--- config.mk ---
export PLATFORM = sky130hd
export DESIGN_NAME = efuse_byte_reader
export DESIGN_NICKNAME = d
export VERILOG_FILES = /design/src/rtl/efuse_byte_reader.sv
export SDC_FILE = /design/constraint.sdc
export NUM_CORES = 1
export LEC_CHECK = 0
export CAP_MARGIN = 25
export CORE_ASPECT_RATIO = 1.75
export CORE_UTILIZATION = 26
export CTS_CLUSTER_DIAMETER = 100
export DETAILED_ROUTE_END_ITERATION = 10
export DONT_BUFFER_PORTS = 1
export GPL_ROUTABILITY_DRIVEN = 0
export GPL_TIMING_DRIVEN = 0
export PLACE_DENSITY = 0.38
export SLEW_MARGIN = 20
export SYNTH_ARGS = -nofsm -noshare
export SYNTH_HDL_FRONTEND = slang
export SYNTH_SLANG_ARGS = --single-unit
export TNS_END_PERCENT = 30
--- constraint.sdc ---
create_clock -name clk -period 3.5 [get_ports clk]
set_input_delay 1.05 -clock clk [delete_from_list [all_inputs] [get_ports clk]]
set_output_delay 1.05 -clock clk [all_outputs]
set_load 0.02 [all_outputs]
--- src/rtl/efuse_byte_reader.sv ---
module efuse_byte_reader #(
  parameter int CYCLES_PER_US = 4,
  parameter int OFS_W         = 16,
  parameter int CNT_W         = 11
) (
  input  logic             clk,
  input  logic             rst_n,
  input  logic             start,
  input  logic [OFS_W-1:0] start_offset,
  input  logic [CNT_W-1:0] byte_count,
  output logic             busy,
  output logic             done,
  output logic [7:0]       rd_data,
  output logic             rd_valid,
  output logic [15:0]      fuse_ctrl,
  input  logic [7:0]       fuse_dout
);
  localparam int AW = 10;
  localparam int TW = $clog2(CYCLES_PER_US + 1);
  localparam logic [TW-1:0] T_LAST = TW'(CYCLES_PER_US - 1);

  typedef enum logic [2:0] {S_IDLE, S_LOAD, S_ACLR, S_ASET, S_STBH, S_STBL} st_t;

  st_t              st;
  logic [TW-1:0]    tmr;
  logic [AW-1:0]    cur;
  logic [CNT_W-1:0] rem;
  logic             wait_end;
  logic             addr_on;
  logic [AW-1:0]    addr_drv;

  assign wait_end = (tmr == T_LAST);
  assign busy     = (st != S_IDLE);
  assign addr_on  = (st == S_ASET) || (st == S_STBH) || (st == S_STBL);
  assign addr_drv = addr_on ? cur : '0;

  assign fuse_ctrl = {addr_drv, 2'b00, 1'b1, busy, st == S_STBH, !busy};

  always_ff @(posedge clk or negedge rst_n) begin
    if (!rst_n) begin
      st       <= S_IDLE;
      tmr      <= '0;
      cur      <= '0;
      rem      <= '0;
      rd_data  <= '0;
      rd_valid <= 1'b0;
      done     <= 1'b0;
    end else begin
      rd_valid <= 1'b0;
      done     <= 1'b0;
      tmr      <= wait_end ? '0 : tmr + 1'b1;
      case (st)
        S_IDLE: begin
          tmr <= '0;
          if (start) begin
            if (byte_count == '0) begin
              done <= 1'b1;
            end else begin
              st  <= S_LOAD;
              cur <= start_offset[AW-1:0];
              rem <= byte_count;
            end
          end
        end
        S_LOAD: if (wait_end) st <= S_ACLR;
        S_ACLR: begin
          tmr <= '0;
          st  <= S_ASET;
        end
        S_ASET: if (wait_end) st <= S_STBH;
        S_STBH: if (wait_end) begin
          rd_data  <= fuse_dout;
          rd_valid <= 1'b1;
          rem      <= rem - 1'b1;
          st       <= S_STBL;
        end
        S_STBL: if (wait_end) begin
          cur <= cur + 1'b1;
          if (rem == '0) begin
            st   <= S_IDLE;
            done <= 1'b1;
          end else begin
            st <= S_ACLR;
          end
        end
        default: st <= S_IDLE;
      endcase
    end
  end


  idle_standby_chk: assert property (@(posedge clk) disable iff (!rst_n)
    !busy |-> fuse_ctrl == 16'h0009);

  strobe_csb_chk: assert property (@(posedge clk) disable iff (!rst_n)
    fuse_ctrl[1] |-> !fuse_ctrl[0]);

  addr_stable_strobe_chk: assert property (@(posedge clk) disable iff (!rst_n)
    $rose(fuse_ctrl[1]) |-> $stable(fuse_ctrl[15:6]));

  addr_moves_low_chk: assert property (@(posedge clk) disable iff (!rst_n)
    !$stable(fuse_ctrl[15:6]) |-> !fuse_ctrl[1]);

  valid_pulse_chk: assert property (@(posedge clk) disable iff (!rst_n)
    rd_valid |=> !rd_valid);

  done_pulse_chk: assert property (@(posedge clk) disable iff (!rst_n)
    done |-> !busy ##1 !done);
endmodule

## Yosys cells after proc, flatten, opt, wreduce, memory -nomap -nowiden

Index checks and enable logic that the tools add are counted.

- Bits of input ports: 38
- Register bits: 37

- Mux-type cells: 26
- $add $sub $neg: 3
- Equality and inequality tests: 12
- Reduce and logical (&&, ||, !) cells: 14

Operator list:

| operator | count |
|---|---|
| two-way mux 10 bit | 4 |
| two-way mux 11 bit | 3 |
| two-way mux 3 bit | 8 |
| logical NOT 11 bit | 2 |
| one-hot mux 11 bit (2 select lines) | 1 |
| one-hot mux 10 bit (2 select lines) | 1 |
| one-hot mux 3 bit (6 select lines) | 1 |
| subtractor 11 x 1 -> 11 bit, second input constant | 1 |
| adder 10 x 1 -> 10 bit, second input constant | 1 |
| != test 2 bit, second input constant | 5 |
| equality test 3 x 2 -> 1 bit, second input constant | 3 |
| AND reduction 4 bit | 2 |
| equality test 3 bit, second input constant | 2 |
| two-way mux 1 bit | 6 |
| AND reduction 6 bit | 1 |
| nonzero test 2 bit | 2 |
| adder 3 x 1 -> 3 bit, second input constant | 1 |
| equality test 3 x 1 -> 1 bit, second input constant | 1 |
| logical NOT 3 bit | 1 |
| nonzero test 3 bit | 1 |
| logical OR 1 bit | 2 |
| two-way mux 2 bit | 1 |
| != test 2 x 1 -> 1 bit, second input constant | 1 |
| one-hot mux 1 bit (2 select lines) | 1 |
| other kinds (3) | 3 |

## Depth between registers and ports, before layout

Gate-level depths: netlist of the first run.

- Depth in word-level cells: 4
- Mapped depth: 8
- Mapped depth without buffers: 7

## Worst setup path before layout of the first run

OpenSTA, ideal clock, no wires.

- Kind: register to output
- Start point: reg st[2]
- End point: out fuse_ctrl[10]
- Cell stages (with the launch flop): 4
- Data required time: 2.450 ns
- Setup slack: 1.140 ns
- Buffers on the path: 1
- Arrival time: 1.310 ns
- Cells stage by stage: dfrtp_1 > buf_4 > mux2i_1 > and2_1

- Cells in the longest elaborated chain, start to end: 4
- Elaborated cells on any way between the ends: 6
- Those cells by class: eq/ne: 3; mux: 1; reduce/logical: 2

Ends and longest elaborated chain:

| element | RTL line | source |
|---|---|---|
| start: declaration | 24 | `st_t st;` |
| start signal: assignment | 41 | `st <= S_IDLE;` |
| start signal: assignment | 59 | `st <= S_LOAD;` |
| start signal: assignment | 65 | `S_LOAD: if (wait_end) st <= S_ACLR;` |
| equality test 3 x 2 -> 1 bit / equality test 3 bit (equally long branches) | 34 | `assign addr_on = (st == S_ASET) \|\| (st == S_STBH) \|\| (st == S_STBL);` |
| logical OR 1 bit | 34 |  |
| logical OR 1 bit * | 34 |  |
| two-way mux 10 bit * | 35 | `assign addr_drv = addr_on ? cur : '0;` |
| end: declaration | 15 | `output logic [15:0] fuse_ctrl,` |

Every way passes the cells marked *; elsewhere a longest branch is shown, timed or not.

## Worst setup path after layout of the first run

- Start point: reg st[2]
- End point: out fuse_ctrl[13]

The elaborated chain is that of the path after synthesis.

==> impl_results.md, run 1 <==
* Outcome: complete, but fails checks
* Failing checks: DRC
* Fill cells at 840
* Area grow syn2layout at 13.43%
* Crit path DAT at 1.92 ns
* Top-area cell type share of the netlist area at 42.48%
* Vias at 1728
* Grt ovf at 0
* Antenna violations before repair at 0
* Die Ht at 123.1 µm
* Detailed-route DRC error count at 5
* Post-route ant nets at 0
* DR WL/cell at 17.18 µm
* CTS sink cnt at 37
* H-tree depth at 2
* CTS tree: yes
* Pins Over Slew Limit at 0
* Area of the die at 8767 µm²
* Layout cells sized above 1 at 17.92%
* TNS Setup at 0 ns
* Top cells by count, synth: dfrtp_1, a21oi_1, nand2_1
* RSZ-0062 raised after global routing: false
* Startpoint types: flip-flop
* Worst R2R Path Depth at 7
* First-pass GRT wire length at 9094 µm
* #FFs+latches synth at 37
* Sequential fraction of the synthesis area at 42.48%
* DRT Wirelength at 5670 µm
* Tot Pwr at 2.353 mW
* Top FF cell, synth: dfrtp_1
* CTS Hold Bufs at 0
* Post_cts resized at 0
* Die width at 71.21 µm
* Final WS setup at 0.5346 ns
* Post-CTS Setup Bufs at 0
* Yosys cell types at 50
* Fmax at 337.2 MHz
* Cell Count, Final, Fillers Out at 330
* Iter 0 DRT Violations at 51
* Max_slew headroom at 55.73%
* Pin slew with the least headroom to its limit at 0.6580 ns
* Row cnt at 43
* Layout Skew at 0.005319 ns
* Final hold vios at 0
* Worst IR Drop VDD at 0.3041 mV
* Mapped Area at 2180 µm²
* Async SR Flop Fraction at 100.0%
* CTS buffer count at 5
* Period minus WS final at 2.965 ns
* CP Max Fanout at 10
* Worst setup path class: flip-flop to primary output
* CP endpoint kind: primary output
* # IOs at 65
* Latest clock arrival within the worst-skew pair at 0.28 ns
* Total track usage at 13.84%
* Storage cell area at 925.9 µm²
* Syn avg cell area at 9.435 µm²
* Cell taking the most area after synthesis: dfrtp_1
* Number of synthesized flops with an enable pin at 0
* Top post-synthesis cells by area: dfrtp_1, a21oi_1, nand2_1, and2_1, mux2_2
* Power per cell area at 951.7 nW/µm²
* Starting Density at 27.19%
* Clk buf depth at 2
* Worst hold stages at 1
* Leakage at 0.9753 nW
* Area of the multi-input gates at 1141 µm²
* Core area at 8016 µm²
* Antenna diode count at 0
* Root Buffer: clkbuf_16
* Top-count cell post-synth: dfrtp_1
* Fin crit share at 84.72%
* Vias in the first global route at 1720
* Largest net degree at the start of global routing at 38
* Fin nets at 280
* Drt pass-1 iters at 7
* Number of max-cap violations at 0
* CP required at 2.45 ns
* DP Wirelength at 4315 µm
* Vias per cell at 5.236
* Warnings, synthesis at 0
* Cell count after synthesis at 231
* # setup viols final at 0
* Clock transition at the registers of the reported paths at 0.06 ns
* Port bufs at 0
* Place WS at 0.7613 ns
* Post-placement cell count at 322
* Hold crit path type: flip-flop to flip-flop
-- final cells by class --
type | instances | share of cell area (%)
Multi-Input combinational cell | 175 | 46.15
Buffer | 14 | 3.796
Clock inverter | 2 | 1.518
Inverter | 6 | 0.9109
Tap cell | 90 | 4.555
Sequential cell | 37 | 37.45
Clock buffer | 6 | 5.617
-- cells by family after synthesis --
kind of cell	Yosys count	synth area share (%)
DFF	37	42.48
AOI/OAI and AO/OA	70	21.81
and+or+nand+nor	88	22.73
adders and majority gates	3	1.722
buffers and inverters	20	5.338
other	2	0.3446
muxes	11	5.568
-- sequential cells by signal (all words and copies together) (netlist names) --
| signal | cells |
|---|---|
| cur | 10 |
| done | 1 |
| rd_data | 8 |
| rd_valid | 1 |
| rem | 11 |
| st | 3 |
| tmr | 3 |
-- metrics by stage --
stage	hold slack (ns)	util [%]	instance area, µm²
after global placement	0.4345	28.64	2296
after detailed placement	0.4468	28.64	2296
after floorplan	0.4192	-	2183
after CTS	0.4507	30.84	2472
final	0.4489	30.84	2472
after global routing	0.4461	30.84	2472
-- critical path, cell delays in order, from the launching register on --
cell	delay, ns
dfrtp_1	0.47
buf_4	0.24
mux2i_1	0.57
and2_1	0.34
-- per-layer routing --
metal	global-route usage, %	routed length [µm]	vias up
li1	-	-	847
met1	14.67	2146	830
met2	25.65	3145	46
met3	3.341	288	5
met4	5.875	90	0
met5	0	0	-
-- placed cells by master (no fill, tap or decap), drive strengths merged, types with 2 or more instances in the layout --
| cell | count |
|---|---|
| a21oi | 23 |
| o32ai | 2 |
| a22oi | 2 |
| o22ai | 8 |
| clkbuf | 8 |
| o21ai | 14 |
| ha | 3 |
| nor2b | 2 |
| nor2 | 14 |
| nor3 | 10 |
| mux2 | 9 |
| and2 | 11 |
| nand2b | 4 |
| o211ai | 4 |
| and3 | 2 |
| a31oi | 3 |
| inv | 6 |
| o22a | 2 |
| a2bb2oi | 5 |
| buf | 12 |
| nor3b | 2 |
| o2bb2ai | 5 |
| dfrtp | 37 |
| mux2i | 2 |
| nand2 | 24 |
| nand3 | 11 |
| or2 | 2 |
| conb | 3 |
| nor4 | 4 |
-- where the power goes --
part	switching, mW	total (mW)	internal, mW
Combinational	0.580	0.965	0.384
Sequential	0.231	0.850	0.620
Clock	0.182	0.538	0.356
Total	0.993	2.35	1.36
-- path summary, 6_finish.rpt --
kind,from,endpoint,slack (ns)
min in group asynchronous,rst_n,rem[0]$_DFFE_PN0P_,0.46
hold reg to reg,tmr[0]$_DFF_PN0_,tmr[0]$_DFF_PN0_,0.45
setup reg to reg,st[0]$_DFFE_PN0P_,cur[6]$_DFFE_PN0P_,1.56
max in group asynchronous,rst_n,cur[9]$_DFFE_PN0P_,2.95
setup / recovery,st[2]$_DFFE_PN0P_,fuse_ctrl[13],0.53
hold / removal,tmr[0]$_DFF_PN0_,tmr[0]$_DFF_PN0_,0.45
Power figures use the tool's default switching activity.
==> run 2: changes to the inputs <==
Settings changed: PLACE_DENSITY 0.38 to 0.4.
Clock period 3.5 ns to 2.7 ns, I/O delays scaled along.
==> run 2 against run 1 <==
Die area did not move. Flip-flop and latch count did not move. Critical path depth did not move. First-iteration DRC count rose by 25%. Setup slack got worse by 0.35 ns. Global-route usage rose by 0.25 points. Final area rose by 0.30%. Clock power rose by 26%. Clock-buffer cell count fell by 1. Sequential power rose by 31%. Via count rose by 2.1%. The run still ends with DRC left. Register-to-register slack got worse by 0.77 ns.
==> impl_results.md, run 2 (synthesized netlist as in run 1, its figures left out) <==
* Latest clock arrival within the worst-skew pair at 0.28 ns (about the same)
* Antenna violations before repair at 0 (unchanged)
* Grt ovf at 0 (unchanged)
* # setup viols final at 0 (unchanged)
* Post-route cell area at 2480 µm² (was 2472 µm²)
* CTS buffer count at 5 (unchanged)
* CTS tree: yes (unchanged)
* Number of max-cap violations at 0 (unchanged)
* TNS Setup at 0 ns (unchanged)
* Largest Register: rem (unchanged)
* DR WL/cell at 17.15 µm (was 17.18 µm)
* Layout Skew at 0.003744 ns (was 0.005319 ns)
* Post-route ant nets at 0 (unchanged)
* Iter 0 DRT Violations at 64 (was 51)
* Power share of the combinational group at 41.4% (was 41.0%)
* CP endpoint kind: primary output (unchanged)
* Area of the die at 8767 µm² (unchanged)
* Max_slew headroom at 65.31% (was 55.73%)
* Layout cells sized above 1 at 18.33% (was 17.92%)
* Die width at 71.21 µm (unchanged)
* H-tree depth at 2 (unchanged)
* Antenna diode count at 0 (unchanged)
* # IOs at 65 (unchanged)
* Area of the multi-input gates at 1154 µm² (was 1141 µm²)
* DRT Wirelength at 5659 µm (was 5670 µm)
* Starting Density at 27.19% (unchanged)
* Fin nets at 280 (unchanged)
* Crit path DAT at 1.71 ns (was 1.92 ns)
* Post-DP Area at 2296 µm² (unchanged)
* Storage cell area at 925.9 µm² (unchanged)
* Fin crit share at 93.17%
* Worst setup path class: flip-flop to primary output (unchanged)
* Period minus WS final at 2.515 ns
* Area grow syn2layout at 13.78% (was 13.43%)
* Vias in the first global route at 1895 (was 1720)
* Vias per cell at 5.348 (was 5.236)
* Final hold vios at 0 (unchanged)
* Startpoint types: flip-flop (unchanged)
* CTS sink cnt at 37 (unchanged)
* Reg power frac at 36.5% (was 36.1%)
* Vias at 1765 (was 1728)
* Pin slew with the least headroom to its limit at 0.5204 ns (was 0.6580 ns)
* Row cnt at 43 (unchanged)
* Most frequent cells in the layout: dfrtp_1, a21oi_1, nand2_1, nor2_1 (unchanged)
* Fill cells at 851 (was 840)
* Outcome: complete, but fails checks (unchanged)
* DP Wirelength at 4267 µm (was 4315 µm)
* Hold crit path type: primary input to async pin (was flip-flop to flip-flop)
* Fmax at 397.5 MHz
* Root Buffer: clkbuf_16 (unchanged)
* Largest net degree at the start of global routing at 38 (unchanged)
* Detailed-route DRC error count at 4 (was 5)
* Drt pass-1 iters at 7 (unchanged)
* Total track usage at 14.09% (was 13.84%)
* Pins Over Slew Limit at 0 (unchanged)
* Failing checks: DRC (unchanged)
* Internal at 1.755 mW (was 1.360 mW)
* Core area at 8016 µm² (unchanged)
* Post-layout util at 30.93% (was 30.84%)
* Clock transition at the registers of the reported paths at 0.06 ns (about the same)
* First-pass GRT wire length at 9390 µm (was 9094 µm)
* CP Max Fanout at 10 (unchanged)
* Switching Share at 42.45% (was 42.20%)
* Max reg flops at 11 (unchanged)
* Die Ht at 123.1 µm (unchanged)
* Leakage at 0.9745 nW (was 0.9753 nW)
* Power per cell area at 1230 nW/µm² (was 951.7 nW/µm²)
* Largest registers: rem (11), cur (10), rd_data (8) (unchanged)
* Net Switching at 1.295 mW (was 993.0 µW)
* Clk buf depth at 2 (unchanged)
* Port bufs at 0 (unchanged)
* Commonest non-fill, non-tap cell in the layout: dfrtp_1 (unchanged)
* RSZ-0062 raised after global routing: false (unchanged)
* CTS Hold Bufs at 0 (unchanged)
* Worst IR Drop VDD at 0.4975 mV (was 0.3041 mV)
* CP required at 1.89 ns (was 2.45 ns)
* Clk pwr share at 22.2% (was 22.9%)
-- run 2: layout make-up --
type                            instances  area share (%)
Tap cell                               90           4.541
Clock buffer                            5           5.045
Clock inverter                          3           1.867
Buffer                                 14           3.784
Sequential cell                        37           37.34
Inverter                                6          0.9082
Multi-Input combinational cell        175           46.52
-- run 2: worst max-delay path, cell delays in order (launching register included) --
cell     delay (ns)
dfrtp_1        0.49
buf_4          0.26
mux2i_4        0.36
and2_1         0.31
-- run 2: per-stage QoR --
stage	total power [mW]	worst slack, ns	hold slack, ns	std cells
6_report	3.050	0.1845	0.2239	330
5_1_grt	3.303	0.06193	0.2085	330
4_1_cts	3.086	0.02914	0.2132	330
3_5_place_dp	2.379	0.1657	0.4373	322
3_3_place_gp	2.371	0.1775	0.4308	322
2_1_floorplan	2.090	0.5799	0.4192	232
-- run 2: power by group through the flow --
stage / clock [mW] / combinational [mW] / sequential, mW
after global placement: 0 / 1.25 / 1.12
after CTS: 0.705 / 1.27 / 1.11
final: 0.676 / 1.26 / 1.11
after detailed placement: 0 / 1.26 / 1.12
after global routing: 0.725 / 1.43 / 1.15
after floorplan: 0 / 1.04 / 1.05
-- run 2: what timing repair did --
| action | CTS | global route |
|---|---|---|
| setup buffers | 0 | 0 |
| hold endpoints to repair | 0 | 0 |
| endpoints found under the setup margin | 10 | 10 |
| gates resized for setup | 1 | 1 |
-- run 2: routing by layer --
layer / up-vias / GRT usage, % / part of all wire [%]
met5: - / 0 / 0
met4: 0 / 6.375 / 2.4
met3: 12 / 3.015 / 4.8
met2: 54 / 26.85 / 56
met1: 850 / 14.40 / 37
li1: 849 / - / -
-- run 2: worst paths after layout --
kind                              startpoint                 end  slack (ns)  cells past startpoint
setup / recovery           st[2]$_DFFE_PN0P_       fuse_ctrl[13]        0.18                      3
hold / removal                         rst_n  cur[2]$_DFFE_PN0P_        0.22                      0
setup reg to reg           st[0]$_DFFE_PN0P_  cur[4]$_DFFE_PN0P_        0.79                      7
hold reg to reg             tmr[0]$_DFF_PN0_    tmr[0]$_DFF_PN0_        0.44                      1
max in group asynchronous              rst_n    tmr[2]$_DFF_PN0_        2.39                      0
min in group clk            tmr[0]$_DFF_PN0_    tmr[0]$_DFF_PN0_        0.44                      1
